## src/rtl/lcdclk_pkg.sv

```systemverilog
package lcdclk_pkg;

  typedef enum logic [1:0] {
    SRC_BUS = 2'b00,
    SRC_PER = 2'b01,
    SRC_EXT = 2'b10,
    SRC_BAD = 2'b11
  } src_code_t;

  typedef enum logic [1:0] {
    PNL_TFT   = 2'b00,
    PNL_MONO  = 2'b01,
    PNL_COLOR = 2'b10,
    PNL_COLR2 = 2'b11
  } panel_t;

  localparam int SRC_COUNT = 3;

  // Panel data bus width selected by a 2-bit code
  function automatic logic [4:0] bus_width(input logic [1:0] code);
    case (code)
      2'b00:   bus_width = 5'd4;
      2'b01:   bus_width = 5'd8;
      default: bus_width = 5'd16;
    endcase
  endfunction

endpackage

```

## src/rtl/lcdclk_regs.sv

```systemverilog
module lcdclk_regs
  import lcdclk_pkg::*;
#(
  parameter int REG_W   = 16,
  parameter int DIV_W   = 5,
  parameter int MAX_DIV = 16,
  parameter int SRC_LSB = 12
) (
  input  logic             clk,
  input  logic             rst,
  input  logic             we,
  input  logic [REG_W-1:0] wdata,
  output logic [REG_W-1:0] rdata,
  output logic [1:0]       src_o,
  output logic [DIV_W-1:0] div_o,
  output logic             chg_o,
  output logic             div_bad_o,
  output logic             src_err_o
);

  logic [1:0]       src_q;
  logic [DIV_W-1:0] div_q;
  logic             chg_q;
  logic             div_bad_q;
  logic             src_err_q;

  logic [1:0]       w_src;
  logic [DIV_W-1:0] w_div;
  logic [1:0]       nxt_src;
  logic             w_bad_src;
  logic             w_div_bad;

  always_comb begin
    w_src     = wdata[SRC_LSB +: 2];
    w_div     = wdata[DIV_W-1:0];
    w_bad_src = (w_src == SRC_BAD);
    nxt_src   = w_bad_src ? src_q : w_src;
    w_div_bad = (w_div == '0) || (w_div > DIV_W'(MAX_DIV));
  end

  always_ff @(posedge clk) begin
    if (rst) begin
      src_q     <= SRC_PER;
      div_q     <= DIV_W'(1);
      chg_q     <= 1'b0;
      div_bad_q <= 1'b0;
      src_err_q <= 1'b0;
    end else begin
      chg_q <= 1'b0;
      if (we) begin
        src_q     <= nxt_src;
        div_q     <= w_div;
        div_bad_q <= w_div_bad;
        chg_q     <= (nxt_src != src_q) || (w_div != div_q);
        if (w_bad_src) src_err_q <= 1'b1;
      end
    end
  end

  always_comb begin
    rdata                 = '0;
    rdata[SRC_LSB +: 2]   = src_q;
    rdata[DIV_W-1:0]      = div_q;
  end

  assign src_o     = src_q;
  assign div_o     = div_q;
  assign chg_o     = chg_q;
  assign div_bad_o = div_bad_q;
  assign src_err_o = src_err_q;

  // the prohibited code never becomes the stored source
  a_r3_src_never_bad: assert property (@(posedge clk) disable iff (rst)
    src_q != SRC_BAD);

  // error flag is sticky
  a_r3_err_sticky: assert property (@(posedge clk) disable iff (rst)
    src_err_q |=> src_err_q);

  // a restart request only follows a write
  a_r10_chg_after_write: assert property (@(posedge clk) disable iff (rst)
    chg_q |-> $past(we));

endmodule

```

## src/rtl/lcdclk_div.sv

```systemverilog
module lcdclk_div
  import lcdclk_pkg::*;
#(
  parameter int DIV_W   = 5,
  parameter int MAX_DIV = 16,
  parameter int N_SRC   = SRC_COUNT,
  localparam int CNT_W  = $clog2(MAX_DIV)
) (
  input  logic             clk,
  input  logic             rst,
  input  logic [N_SRC-1:0] src_ce,
  input  logic [1:0]       src_sel,
  input  logic [DIV_W-1:0] div_val,
  input  logic             clr,
  output logic             dot_o
);

  logic             sel_ce;
  logic [DIV_W-1:0] ratio;
  logic [CNT_W-1:0] cnt_q;
  logic             dot_q;
  logic             last;

  always_comb begin
    sel_ce = 1'b0;
    for (int i = 0; i < N_SRC; i++) begin
      if (src_sel == 2'(i)) sel_ce = src_ce[i];
    end
  end

  always_comb begin
    if (div_val >= DIV_W'(1) && div_val <= DIV_W'(MAX_DIV)) ratio = div_val;
    else ratio = DIV_W'(1);
    last = (DIV_W'(cnt_q) == ratio - DIV_W'(1));
  end

  always_ff @(posedge clk) begin
    if (rst || clr) begin
      cnt_q <= '0;
      dot_q <= 1'b0;
    end else begin
      dot_q <= 1'b0;
      if (sel_ce) begin
        if (last) begin
          cnt_q <= '0;
          dot_q <= 1'b1;
        end else begin
          cnt_q <= cnt_q + CNT_W'(1);
        end
      end
    end
  end

  assign dot_o = dot_q;

  // every dot strobe is caused by a selected enable
  a_r5_dot_after_enable: assert property (@(posedge clk) disable iff (rst)
    dot_q |-> $past(sel_ce));

  // a restart suppresses the strobe
  a_r10_clr_blocks_dot: assert property (@(posedge clk) disable iff (rst)
    clr |=> !dot_q);

endmodule

```

## src/rtl/lcdclk_shift.sv

```systemverilog
module lcdclk_shift
  import lcdclk_pkg::*;
#(
  parameter int ACC_W = 5
) (
  input  logic       clk,
  input  logic       rst,
  input  logic       clr,
  input  logic       dot_i,
  input  logic [1:0] panel,
  input  logic [1:0] wcode,
  output logic       shift_o
);

  logic [ACC_W-1:0] acc_q;
  logic [ACC_W-1:0] width;
  logic [ACC_W-1:0] inc;
  logic [ACC_W:0]   sum;
  logic             shift_q;

  always_comb begin
    width = ACC_W'(bus_width(wcode));
    inc   = (panel == PNL_MONO) ? ACC_W'(1) : ACC_W'(3);
    sum   = {1'b0, acc_q} + {1'b0, inc};
  end

  always_ff @(posedge clk) begin
    if (rst || clr) begin
      acc_q   <= '0;
      shift_q <= 1'b0;
    end else begin
      shift_q <= 1'b0;
      if (dot_i) begin
        if (panel == PNL_TFT) begin
          shift_q <= 1'b1;
        end else if (sum >= {1'b0, width}) begin
          shift_q <= 1'b1;
          acc_q   <= ACC_W'(sum - {1'b0, width});
        end else begin
          acc_q   <= ACC_W'(sum);
        end
      end
    end
  end

  assign shift_o = shift_q;

  // a shift strobe is always preceded by a dot strobe
  a_r7_shift_after_dot: assert property (@(posedge clk) disable iff (rst)
    shift_q |-> $past(dot_i));

endmodule

```

## src/rtl/lcd_dotclk_gen.sv

```systemverilog
module lcd_dotclk_gen
  import lcdclk_pkg::*;
#(
  parameter int REG_W   = 16,
  parameter int DIV_W   = 5,
  parameter int MAX_DIV = 16,
  parameter int SRC_LSB = 12,
  parameter int ACC_W   = 5
) (
  input  logic             clk,
  input  logic             rst,
  input  logic             bus_ce,
  input  logic             per_ce,
  input  logic             ext_ce,
  input  logic             reg_we,
  input  logic [REG_W-1:0] reg_wdata,
  output logic [REG_W-1:0] reg_rdata,
  input  logic [1:0]       panel_kind,
  input  logic [1:0]       bus_width_code,
  output logic             dot_stb,
  output logic             shift_stb,
  output logic             div_range_err,
  output logic             src_code_err
);

  logic [1:0]           src;
  logic [DIV_W-1:0]     div;
  logic                 chg;
  logic [SRC_COUNT-1:0] ce_vec;
  logic                 dot;

  assign ce_vec = {ext_ce, per_ce, bus_ce};

  lcdclk_regs #(
    .REG_W(REG_W), .DIV_W(DIV_W), .MAX_DIV(MAX_DIV), .SRC_LSB(SRC_LSB)
  ) u_regs (
    .clk(clk), .rst(rst), .we(reg_we), .wdata(reg_wdata), .rdata(reg_rdata),
    .src_o(src), .div_o(div), .chg_o(chg),
    .div_bad_o(div_range_err), .src_err_o(src_code_err)
  );

  lcdclk_div #(
    .DIV_W(DIV_W), .MAX_DIV(MAX_DIV), .N_SRC(SRC_COUNT)
  ) u_div (
    .clk(clk), .rst(rst), .src_ce(ce_vec), .src_sel(src),
    .div_val(div), .clr(chg), .dot_o(dot)
  );

  lcdclk_shift #(
    .ACC_W(ACC_W)
  ) u_shift (
    .clk(clk), .rst(rst), .clr(chg), .dot_i(dot),
    .panel(panel_kind), .wcode(bus_width_code), .shift_o(shift_stb)
  );

  assign dot_stb = dot;

endmodule

```

## config.mk

```make
export PLATFORM = sky130hd
export DESIGN_NAME = lcd_dotclk_gen
export DESIGN_NICKNAME = d
export VERILOG_FILES = /design/src/rtl/lcdclk_pkg.sv /design/src/rtl/lcdclk_regs.sv /design/src/rtl/lcdclk_div.sv /design/src/rtl/lcdclk_shift.sv /design/src/rtl/lcd_dotclk_gen.sv
export SDC_FILE = /design/constraint.sdc
export NUM_CORES = 1
export LEC_CHECK = 0
export ABC_AREA = 1
export BUFFER_PORTS_ARGS = -buffer_cell sky130_fd_sc_hd__buf_2
export CORE_UTILIZATION = 44
export CTS_CLUSTER_SIZE = 24
export DETAILED_ROUTE_END_ITERATION = 7
export GPL_ROUTABILITY_DRIVEN = 0
export PLACE_DENSITY = 0.7
export SYNTH_ARGS = -nofsm -noshare
export SYNTH_HDL_FRONTEND = slang
export SYNTH_HIERARCHICAL = 1
export SYNTH_SLANG_ARGS = --single-unit
```

## constraint.sdc

```tcl
create_clock -name clk -period 3.69 [get_ports clk]
set_input_delay 0.1845 -clock clk [delete_from_list [all_inputs] [get_ports clk]]
set_output_delay 0.1845 -clock clk [all_outputs]
set_load 0.005 [all_outputs]
```

# [Word level (Yosys, flattened, before mapping)]
# Index checks and enable logic that the tools add are counted.
[totals] input_bits=26 output_inout_bits=20 ff_bits=21
[op_classes] add_sub_neg=4 n_eq_ne=8 bitwise=4 n_mux=12 reduce_logical=13 magnitude_cmp=4
[op_table] operator="2-to-1 mux 5 bit" count=2
[op_table] operator="one-hot mux 5 bit (2 select lines)" count=1
[op_table] operator="adder 5 x 2 -> 6 bit" count=1
[op_table] operator="== test 2 x 1 -> 1 bit (second input constant)" count=3
[op_table] operator="greater-or-equal comparator 6 x 5 -> 1 bit" count=1
[op_table] operator="zero test 2 bit" count=3
[op_table] operator="2-to-1 mux 1 bit" count=6
[op_table] operator="OR reduction 2 bit" count=3
[op_table] operator="== test 4 x 5 -> 1 bit" count=1
[op_table] operator="greater-or-equal comparator 5 x 1 -> 1 bit (second input constant)" count=1
[op_table] operator="> comparator 5 bit (second input constant)" count=1
[op_table] operator="<= comparator 5 bit (second input constant)" count=1
[op_table] operator="zero test 5 bit" count=1
[op_table] operator="!= test 5 bit" count=1
[op_table] operator="subtractor 5 x 1 -> 5 bit (second input constant)" count=1
[op_table] operator="subtractor 5 bit" count=1
[op_table] operator="adder 4 x 1 -> 4 bit (second input constant)" count=1
[op_table] operator="== test 2 bit (second input constant)" count=2
[op_table] operator="2-to-1 mux 2 bit" count=2
[op_table] operator="2-to-1 mux 4 bit" count=1
[op_table] operator="inverter 1 bit" count=4
[op_table] operator="AND reduction 2 bit" count=2
[op_table] operator="logical OR 1 bit" count=3
[op_table] operator="!= test 2 bit" count=1
[op_table] operator="logical AND 1 bit" count=1

# [Longest topological paths before layout]
# Gate-level depths: netlist of the first run.
[depth] ltp_word=6 mapped_depth=18 mapped_depth_nobuf=18

# [Cells and area by module]
# The synthesis of the first run kept the hierarchy.
[modules_own_cells] mod="lcdclk_regs" cells_per_inst=89 area_each_um2=610.6 instances=1
[modules_own_cells] mod="lcdclk_shift" cells_per_inst=78 area_each_um2=539.3 instances=1
[modules_own_cells] mod="lcdclk_div" cells_per_inst=72 area_each_um2=461.7 instances=1

# [Worst setup path before layout of the first run]
# No wires, ideal clock.
[synth_path] path_kind="reg-to-reg" from="register u_shift.acc_q[0]" to="register u_shift.acc_q[3]" setup_slack_ps=1517 t_required_ps=3573 t_arrival_ps=2056 path_stages_with_launch=14 n_path_buf=0 period_less_slack_ps=2173 path_cell_list="dfxtp_1 > fa_1 > xor2_1 > inv_1 > ha_1 > fa_1 > inv_1 > nand2_1 > nand2_2 > nor2_4 > nand2_4 > nor2_1 > nor2_1 > nor2_1"
[synth_via] elab_chain_len=3
[synth_lines] element="from (decl)" line_no="lcdclk_shift.sv:15" rtl="logic [ACC_W-1:0] acc_q;"
[synth_lines] element="from (signal assigned)" line_no="lcdclk_shift.sv:38" rtl="acc_q <= ACC_W'(sum - {1'b0, width});"
[synth_lines] element="from (signal assigned)" line_no="lcdclk_shift.sv:40" rtl="acc_q <= ACC_W'(sum);"
[synth_lines] element="adder 5 x 2 -> 6 bit (*)" line_no="lcdclk_shift.sv:24" rtl="sum = {1'b0, acc_q} + {1'b0, inc};"
[synth_lines] element="subtractor 5 bit or greater-or-equal comparator 6 x 5 -> 1 bit (tied branches)" line_no="lcdclk_shift.sv:38, lcdclk_shift.sv:36"
[synth_lines] element="2-to-1 mux 5 bit (*)" line_no="lcdclk_shift.sv:36" rtl="end else if (sum >= {1'b0, width}) begin"
# Every way passes the cells marked *; elsewhere a longest branch is shown, timed or not.
# A chain may end at the register's enable or synchronous reset.

# [Worst setup path in the final report of the first run]
# Ends and elaborated chain as after synthesis.

==> flow_summary.json, run 1 <==
{
  "status": "completed",
  "area_growth_pct": 6.832,
  "num_antenna_cells": 0,
  "crit_type": "flip-flop to flip-flop",
  "start_util": 0.4718,
  "layout.nets": 296,
  "synthArstFlopShare": 0,
  "fin_tns_setup_ps": 0,
  "cp-startpoint": "u_shift/acc_q[0]",
  "die_h_um": 62.52,
  "fp.coreArea_mm2": 0.003416,
  "start_kind": "flip-flop",
  "postPlaceCellArea_mm2": 0.001695,
  "cts_tree": "built",
  "cts-buffers-inserted": 3,
  "synth.area.top_cells": "dfxtp_1, nand2_1, inv_1",
  "cts-root-buf": "clkbuf_4",
  "vias": 1416,
  "routed_wl_um": 2887,
  "r2r_cells": 13,
  "period_share": 0.6337,
  "maxCapViolations": 0,
  "die_w_um": 62.52,
  "rr_startpoint": "u_shift/acc_q[0]",
  "drc": 0,
  "cts_resized": 0,
  "clock_latency_ps": 300,
  "finalInstanceArea_mm2": 0.001722,
  "gr-usage-all-layers": 0.1672,
  "synthFlopType": "dfxtp_1",
  "rows": 21,
  "drtIter0Drc": 60,
  "worstSetupEndpointType": "flip-flop",
  "fmax_mhz": 427.7,
  "hold_violations": 0,
  "r2r_setup_slack_ps": 1350,
  "leakagePower_nw": 0.9151,
  "dp.cells": 302,
  "synth.largest_area_cell": "dfxtp_1",
  "viasPerCell": 4.627,
  "worstHoldStart": "reg_wdata[0]",
  "report.final.slew_viol_count": 0,
  "first_global_vias": 1332,
  "numClockSinks": 21,
  "finalSetupViolCount": 0,
  "portBuffers": 27,
  "antenna_found_initial": 0,
  "yosysWarnings": 6,
  "synth_top_area_frac": 0.2609,
  "hold_buffers": 0,
  "overflow": 0,
  "io_pins": 46,
  "cts-htree-levels": 1,
  "endpoint": "u_shift/acc_q[3]",
  "cp_max_fo": 5,
  "post_drt_wl_per_cell_um": 9.435,
  "dp_hpwl_um": 2310,
  "rsz0062_at_grt": "false",
  "clk_path_buf_depth": 2,
  "final_layout_size_suffix_gt1_frac": 0.1885,
  "finClkSkew_ps": 4.737,
  "ant_nets": 0,
  "post_cts_buffers": 0,
  "hold_class": "input port to flip-flop",
  "synth_seq_cells": 21,
  "instances_no_fill": 306,
  "crit_arrival_ps": 2550,
  "ys_seq_area_frac": 0.2609,
  "grt_first_pass_wirelength_um": 5388,
  "synth_edf_count": 0,
  "syn_area_mm2": 0.001612,
  "min_period_ps": 2338,
  "required_ps": 3900,
  "grt_max_degree": 14,
  "synth_cell_types": 33,
  "syn_area_per_cell_um2": 6.743,
  "ys_top_cells_by_count": "nand2_1, inv_1, nor2_1",
  "drtPass1Iterations": 4,
  "whs_ps": 130.5,
  "netlist_instances": 239,
  "die_area_mm2": 0.003909,
  "ir_drop_v": 0.0001435,
  "worstReg2RegEnd": "u_shift/acc_q[3]",
  "clk_pin_slew_worst_paths_ps": 110,
  "synth.most_common_cell": "nand2_1",
  "powerDensity_mw_per_mm2": 286.8
}
-- flip-flops by register name, summed over array words and instances (netlist names), 2 cells and up --
name / cells
u_shift/acc_q: 5
u_div/cnt_q: 4
u_regs/src_o: 2
u_regs/div_o: 5
-- worst max-delay path, cell delays in order (launching register included) --
cell and delay, ps:
dfxtp_1 380, fa_1 490, xor2_1 180, inv_1 60
ha_1 190, fa_1 420, inv_1 70, nand2_1 50
nand2_2 70, nor2_4 50, nand2_4 80, nor2_1 50
nor2_1 100, nor2_1 40
-- how the worst min path moves through the flow --
stage,end,slack [ps],cells past startpoint
finish,u_regs/div_o[0],130,3
global route,u_regs/src_o[0],150,3
CTS,u_regs/div_o[0],120,3
detailed placement,u_regs/div_o[0],440,3
global placement,u_regs/div_o[0],440,3
floorplan,u_regs/src_o[1],260,1
-- cell type report --
cell class              count  area, um^2
flip-flops and latches     21       420.4
multi-input cells         167       927.1
repair buffers             27       135.1
inverters                  41       155.1
clock buffers               4       26.28
fillers                   374        1694
well taps                  46       57.56
-- per-layer routing --
metal | GRT usage | vias to the layer above | share of wire
li1 | - | 762 | -
met1 | 0.1953 | 631 | 0.49
met2 | 0.3003 | 21 | 0.48
met3 | 0.02007 | 2 | 0.027
met4 | 0.07849 | 0 | 0.0069
met5 | 0 | - | 0
-- per-stage QoR --
step | power [W] | util | setup slack, ps
2_1_floorplan | 0.0003658 | - | 1517
3_3_place_gp | 0.0003863 | 0.4963 | 1344
3_5_place_dp | 0.0003893 | 0.4963 | 1321
4_1_cts | 0.0005012 | 0.5040 | 1319
5_1_grt | 0.0005360 | 0.5040 | 1130
6_report | 0.0004937 | 0.5040 | 1352
-- report_power, final --
group          switching (W)  total, W  internal, W
Sequential         0.0000155  0.000254     0.000239
Combinational      0.0000773  0.000130    0.0000525
Clock              0.0000677  0.000110    0.0000421
Total               0.000160  0.000494     0.000333
-- kinds of logic (layout without fill, tap and decap cells) --
family	after synthesis	in the layout	share of synthesized area
AOI/OAI and AO/OA	26	26	0.09162
xor gates and xnor gates	8	8	0.04348
adders and majority gates	9	9	0.07919
buffers and inverters	59	72	0.1824
DFF	21	21	0.2609
muxes	1	1	0.006211
other	1	9	0.002327
and+or+nand+nor	114	114	0.3339
-- layout by cell type, fill, tap and decap left out, types with 2 or more instances in the layout --
cell type,n
nor2_1,30
o21ai_0,12
inv_2,2
nand3_2,4
nand2_1,48
nor2_4,2
inv_1,37
clkbuf_4,3
fa_1,2
xnor2_1,3
conb_1,9
nand2_2,5
nand4_1,3
dfxtp_1,21
nor2_2,3
nand3_1,16
buf_2,27
o211ai_1,2
xor2_1,5
ha_1,7
a21oi_1,6
Power figures use the tool's default switching activity.
==> run 2, diff against run 1 <==
- PLACE_DENSITY: 0.7 -> 0.73
- clock period: 3.69 -> 1.9 ns (I/O delays scaled with it)
==> flow_summary.json, run 2 (same netlist as run 1, synthesis figures left out) <==
{
  "status": "finished with violations",
  "failed_checks": "setup timing",
  "fin_total_pwr_w": 0.0009944,
  "setup_ws_ps": -148.6,
  "portBuffers": 27,
  "io_pins": 46,
  "holdPathStages": 3,
  "fp.coreArea_mm2": 0.003416,
  "routed_wl_um": 3030,
  "start_util": 0.4718,
  "hold_buffers": 0,
  "worstPathCellList": "fa_2 > xor2_2 > inv_1 > ha_2 > fa_2 > inv_2 > nand2_2 > nand2_2 > nor2_4 > nand3_1 > nand2_1 > nor2_1 > nor2_1",
  "clk_pin_slew_worst_paths_ps": 120,
  "ant_nets": 0,
  "drtPass1Iterations": 4,
  "finClkSkew_ps": 9.803,
  "antenna_found_initial": 0,
  "vias": 1457,
  "rows": 21,
  "grt_max_degree": 14,
  "final_layout_size_suffix_gt1_frac": 0.2731,
  "r2r_cells": 13,
  "viasPerCell": 4.596,
  "fmax_mhz": 488.1,
  "pwr-share-seq": 0.497,
  "die_w_um": 62.52,
  "required_ps": 2100,
  "overflow": 0,
  "slowest_delay_ps": 380,
  "dp_hpwl_um": 2454,
  "first_global_vias": 1279,
  "cpMaxStageDelayCell": "fa_2",
  "cp_max_fo": 4,
  "finalSetupViolCount": 4,
  "combPwrFrac": 0.287,
  "swShare": 0.3269,
  "report.final.slew_viol_count": 0,
  "cts_tree": "built",
  "post_drt_wl_per_cell_um": 9.558,
  "period_share": 1.078,
  "maxCapViolations": 0,
  "fin_tns_setup_ps": -556.8,
  "finalInstanceArea_mm2": 0.001849,
  "hold_class": "input port to flip-flop",
  "drtIter0Drc": 63,
  "layout_common_cells": "nand2_1, inv_1, nor2_1",
  "area_growth_pct": 14.75,
  "cts-root-buf": "clkbuf_4",
  "die_h_um": 62.52,
  "whs_ps": 32.48,
  "ir_drop_v": 0.0002516,
  "clockPowerShare": 0.216,
  "cellInternalPower_w": 0.0006693,
  "leakagePower_nw": 0.9705,
  "crit_buf_inv": 2,
  "gr-usage-all-layers": 0.1698,
  "min_period_ps": 2049,
  "power.switching_w": 0.0003251,
  "hold_violations": 0,
  "drc": 0,
  "postPlaceCellArea_mm2": 0.001774,
  "powerDensity_mw_per_mm2": 537.8,
  "cts-buffers-inserted": 3,
  "crit_family": "adder cells",
  "grt_first_pass_wirelength_um": 5423,
  "crit_arrival_ps": 2250,
  "worstSetupEndpointType": "flip-flop",
  "numClockSinks": 21,
  "clock_latency_ps": 300,
  "rsz0062_at_grt": "true",
  "num_antenna_cells": 0,
  "clk_path_buf_depth": 2,
  "layout.nets": 307,
  "cp.depth": 13,
  "die_area_mm2": 0.003909,
  "cts-htree-levels": 1,
  "start_kind": "flip-flop",
  "crit_type": "flip-flop to flip-flop",
  "final_common_cell": "nand2_1"
}
==> run 2: power groups by stage <==
stage,Sequential [W],Clock (W),Combinational (W)
after floorplan,0.000497,0,0.000216
after global placement,0.000501,0,0.000268
after detailed placement,0.000502,0,0.000271
after CTS,0.000492,0.000229,0.000281
after global routing,0.000500,0.000248,0.000330
final,0.000494,0.000215,0.000286
==> run 2: routing by layer <==
| metal | global-route usage | wire length (um) | vias to the layer above |
|---|---|---|---|
| met4 | 0.06105 | 36 | 0 |
| met2 | 0.2785 | 1391 | 29 |
| met1 | 0.2245 | 1488 | 642 |
| li1 | - | - | 782 |
| met3 | 0.02555 | 113 | 4 |
| met5 | 0 | 0 | - |
==> run 2: layout make-up <==
cell class                      instances  area (um^2)
Clock inverter                          1        5.005
Multi-Input combinational cell        167        964.7
Sequential cell                        21        426.7
Inverter                               41        155.1
Clock buffer                            3        22.52
Fill cell                             355         1567
Tap cell                               46        57.56
Timing Repair Buffer                   38        217.7
==> run 2: path summary, 6_finish.rpt <==
| path | from | to | slack, ps |
|---|---|---|---|
| worst max-delay path | u_shift/acc_q[1] | u_shift/acc_q[2] | -150 |
| worst min register to register | u_regs/src_err_o | u_regs/src_err_o | 490 |
| worst min-delay path | reg_wdata[0] | u_regs/div_o[0] | 30 |
| worst max register to register | u_shift/acc_q[1] | u_shift/acc_q[2] | -150 |
==> run 2: per-stage QoR <==
stage                     setup WS, ps  utilization  instances
after floorplan                 -81.39            -        247
after global placement          -183.2       0.5194        311
after detailed placement        -225.9       0.5194        311
after CTS                       -161.7       0.5341        316
after global routing            -271.6       0.5414        317
final                           -148.6       0.5414        317
==> run 2: what timing repair did <==
item	CTS	global route
hold endpoints to repair	0	0
pin swaps	1	1
endpoints found under the setup margin	4	9
buffers inserted	1	1
gates resized for setup	3	6
==> run 2: worst register-to-register path, cell delays in order (launching register included) <==
cell and delay, ps:
dfxtp_2 360, fa_2 380, xor2_2 150, inv_1 60, ha_2 180, fa_2 360
inv_2 60, nand2_2 40, nand2_2 70, nor2_4 50, nand3_1 70, nand2_1 50
nor2_1 100, nor2_1 50
==> run 3, diff against run 2 <==
- ABC_AREA: 1 -> unset
- PLACE_DENSITY: 0.73 -> 0.74
==> flow_summary.json, run 3 <==
{
  "status": "finished with violations",
  "failed_checks": "setup timing",
  "hold_class": "input port to flip-flop",
  "powerDensity_mw_per_mm2": 539.4,
  "grt_first_pass_wirelength_um": 5257,
  "die_area_mm2": 0.003559,
  "pwr-share-seq": 0.466,
  "post_drt_wl_per_cell_um": 12.60,
  "rsz0062_at_grt": "true",
  "ys_seq_area_frac": 0.2874,
  "dp_hpwl_um": 2477,
  "ant_nets": 0,
  "netlist_instances": 167,
  "cpMaxStageDelayCell": "dfxtp_4",
  "max_slew.worst_pin.slew_ps": 555.6,
  "layout_common_cells": "buf_2, buf_4, dfxtp_1",
  "die_w_um": 59.66,
  "final_common_cell": "buf_2",
  "synth.largest_area_cell": "dfxtp_1",
  "area_growth_pct": 31.99,
  "report.final.slew_viol_count": 0,
  "slowest_delay_ps": 360,
  "viasPerCell": 5.149,
  "finalSetupViolCount": 9,
  "layout.nets": 247,
  "ys_top_cells_by_count": "dfxtp_1, buf_4, nor2_1",
  "hold_violations": 0,
  "synth_seq_cells": 21,
  "routed_wl_um": 3213,
  "min_period_ps": 2380,
  "antenna_found_initial": 0,
  "worstPathCellList": "or3_4 > a32o_2 > ha_4 > xnor2_1 > a31oi_1 > o311ai_2 > nor4b_4 > buf_4 > nor4_4",
  "power.switching_w": 0.0003248,
  "drtIter0Drc": 42,
  "crit_arrival_ps": 2580,
  "clk_path_buf_depth": 2,
  "ir_drop_v": 0.0004256,
  "place_worst_setup_slack_ps": -465.2,
  "clk_pin_slew_worst_paths_ps": 110,
  "grt_max_degree": 16,
  "whs_ps": 72.68,
  "synth.most_common_cell": "dfxtp_1",
  "leakagePower_nw": 0.8515,
  "combPwrFrac": 0.324,
  "drtPass1Iterations": 4,
  "cts-htree-levels": 1,
  "synthFlopType": "dfxtp_1",
  "fillers": 272,
  "first_global_vias": 1214,
  "drc": 0,
  "numClockSinks": 21,
  "overflow": 0,
  "num_antenna_cells": 0,
  "cellInternalPower_w": 0.0007165,
  "crit_type": "flip-flop to flip-flop",
  "swShare": 0.3119,
  "clock_latency_ps": 310,
  "synth_edf_count": 0,
  "start_kind": "flip-flop",
  "finClkSkew_ps": 1.508,
  "rows": 20,
  "cts_tree": "built",
  "synthArstFlopShare": 0,
  "final_layout_size_suffix_gt1_frac": 0.4028,
  "required_ps": 2100,
  "syn_area_per_cell_um2": 8.758,
  "fp.coreArea_mm2": 0.003103,
  "cp_max_fo": 4,
  "syn_area_mm2": 0.001463,
  "maxCapViolations": 0,
  "gr-usage-all-layers": 0.1981,
  "io_pins": 46,
  "cts-buffers-inserted": 3,
  "worstSetupEndpointType": "flip-flop",
  "yosysWarnings": 6,
  "setup_ws_ps": -480.1,
  "synth_cell_types": 46,
  "die_h_um": 59.66,
  "period_share": 1.253,
  "synth_top_area_frac": 0.2874,
  "slew_headroom": 0.6271,
  "start_util": 0.4714,
  "synth.area.top_cells": "dfxtp_1, buf_4, xnor2_1",
  "clockPowerShare": 0.210,
  "vias": 1313,
  "cts-root-buf": "clkbuf_4",
  "portBuffers": 27,
  "fmax_mhz": 420.1
}
## run 3: cell count changes in the layout (fill, tap and decap cells not counted), sizes merged, moves of 3 or more
cell,delta
a31oi,+3
buf,+12
clkinv,-3
inv,-30
mux2i,+6
nand2,-44
nand2b,+3
nand3,-17
nor2,-22
nor4,+7
o21ai,-7
xnor2,+9
## run 3: cell type report
class                           instances  area (um^2)  area share
Clock buffer                            4        26.28     0.01361
Inverter                                9        33.78     0.01750
Multi-Input combinational cell        127         1075      0.5567
Sequential cell                        21        429.2      0.2223
Tap cell                               44        55.05     0.02852
Timing Repair Buffer                   50        311.5      0.1614
## run 3: critical path, delay by kind of cell, from the launching register on
family	cells	cell delay [ps]
AND/OR/NAND/NOR	3	750
buffers and inverters	1	180
adder cells (fa/ha/maj)	1	240
AO/OA/AOI/OAI	3	620
XOR/XNOR	1	120
flip-flops	1	360
## run 3: per-stage QoR
step                      cells  TNS [ps]    util  power (W)  area, um^2
after floorplan             175     -1510       -  0.0006930        1574
after global placement      244     -2177  0.5657  0.0007594        1755
after detailed placement    244     -3015  0.5657  0.0007724        1755
after CTS                   252     -2767  0.5972   0.001014        1853
after global routing        255     -3731  0.6222   0.001112        1931
final                       255     -2808  0.6222   0.001041        1931
## run 3: power by group through the flow
stage	clock (W)	combinational, W	sequential, W
floorplan	0	0.000195	0.000498
CTS	0.000224	0.000305	0.000485
finish	0.000219	0.000337	0.000486
detailed placement	0	0.000278	0.000494
global route	0.000255	0.000367	0.000490
global placement	0	0.000267	0.000493
## run 3: routing by layer
metal / global-route usage / up-vias / wire length (um) / part of all wire
met5: 0 / - / 0 / 0
li1: - / 656 / - / -
met3: 0.04762 / 6 / 134 / 0.042
met2: 0.3540 / 43 / 1712 / 0.53
met4: 0.07309 / 0 / 42 / 0.013
met1: 0.2268 / 608 / 1325 / 0.41
## run 3: path summary, 6_finish.rpt
path                     endpoint  slack (ps)  cells past startpoint             from
hold / removal    u_regs/div_o[4]          70                      3     reg_wdata[4]
hold reg to reg   u_shift/shift_o         500                      1      u_div/dot_o
setup reg to reg   u_div/cnt_q[1]        -480                      9  u_regs/div_o[3]
setup / recovery   u_div/cnt_q[1]        -480                      9  u_regs/div_o[3]
## run 3: cell families (layout without fill, tap and decap cells)
group | count (synthesis) | after routing | synth area share
AND/OR/NAND/NOR | 52 | 52 | 0.1968
AO/OA/AOI/OAI | 31 | 31 | 0.1531
buffers and inverters | 27 | 63 | 0.1112
flip-flops | 21 | 21 | 0.2874
XOR/XNOR | 19 | 19 | 0.1138
adder cells (fa/ha/maj) | 9 | 9 | 0.08725
multiplexers | 7 | 7 | 0.04791
other | 1 | 9 | 0.002564
## run 3: repair_timing
item	in CTS	in global routing
gates resized for setup	7	8
endpoints found under the hold margin	0	0
pin swaps	15	6
hold buffers	0	0
gates cloned	0	0
setup buffers	4	3
setup endpoints to repair	9	9
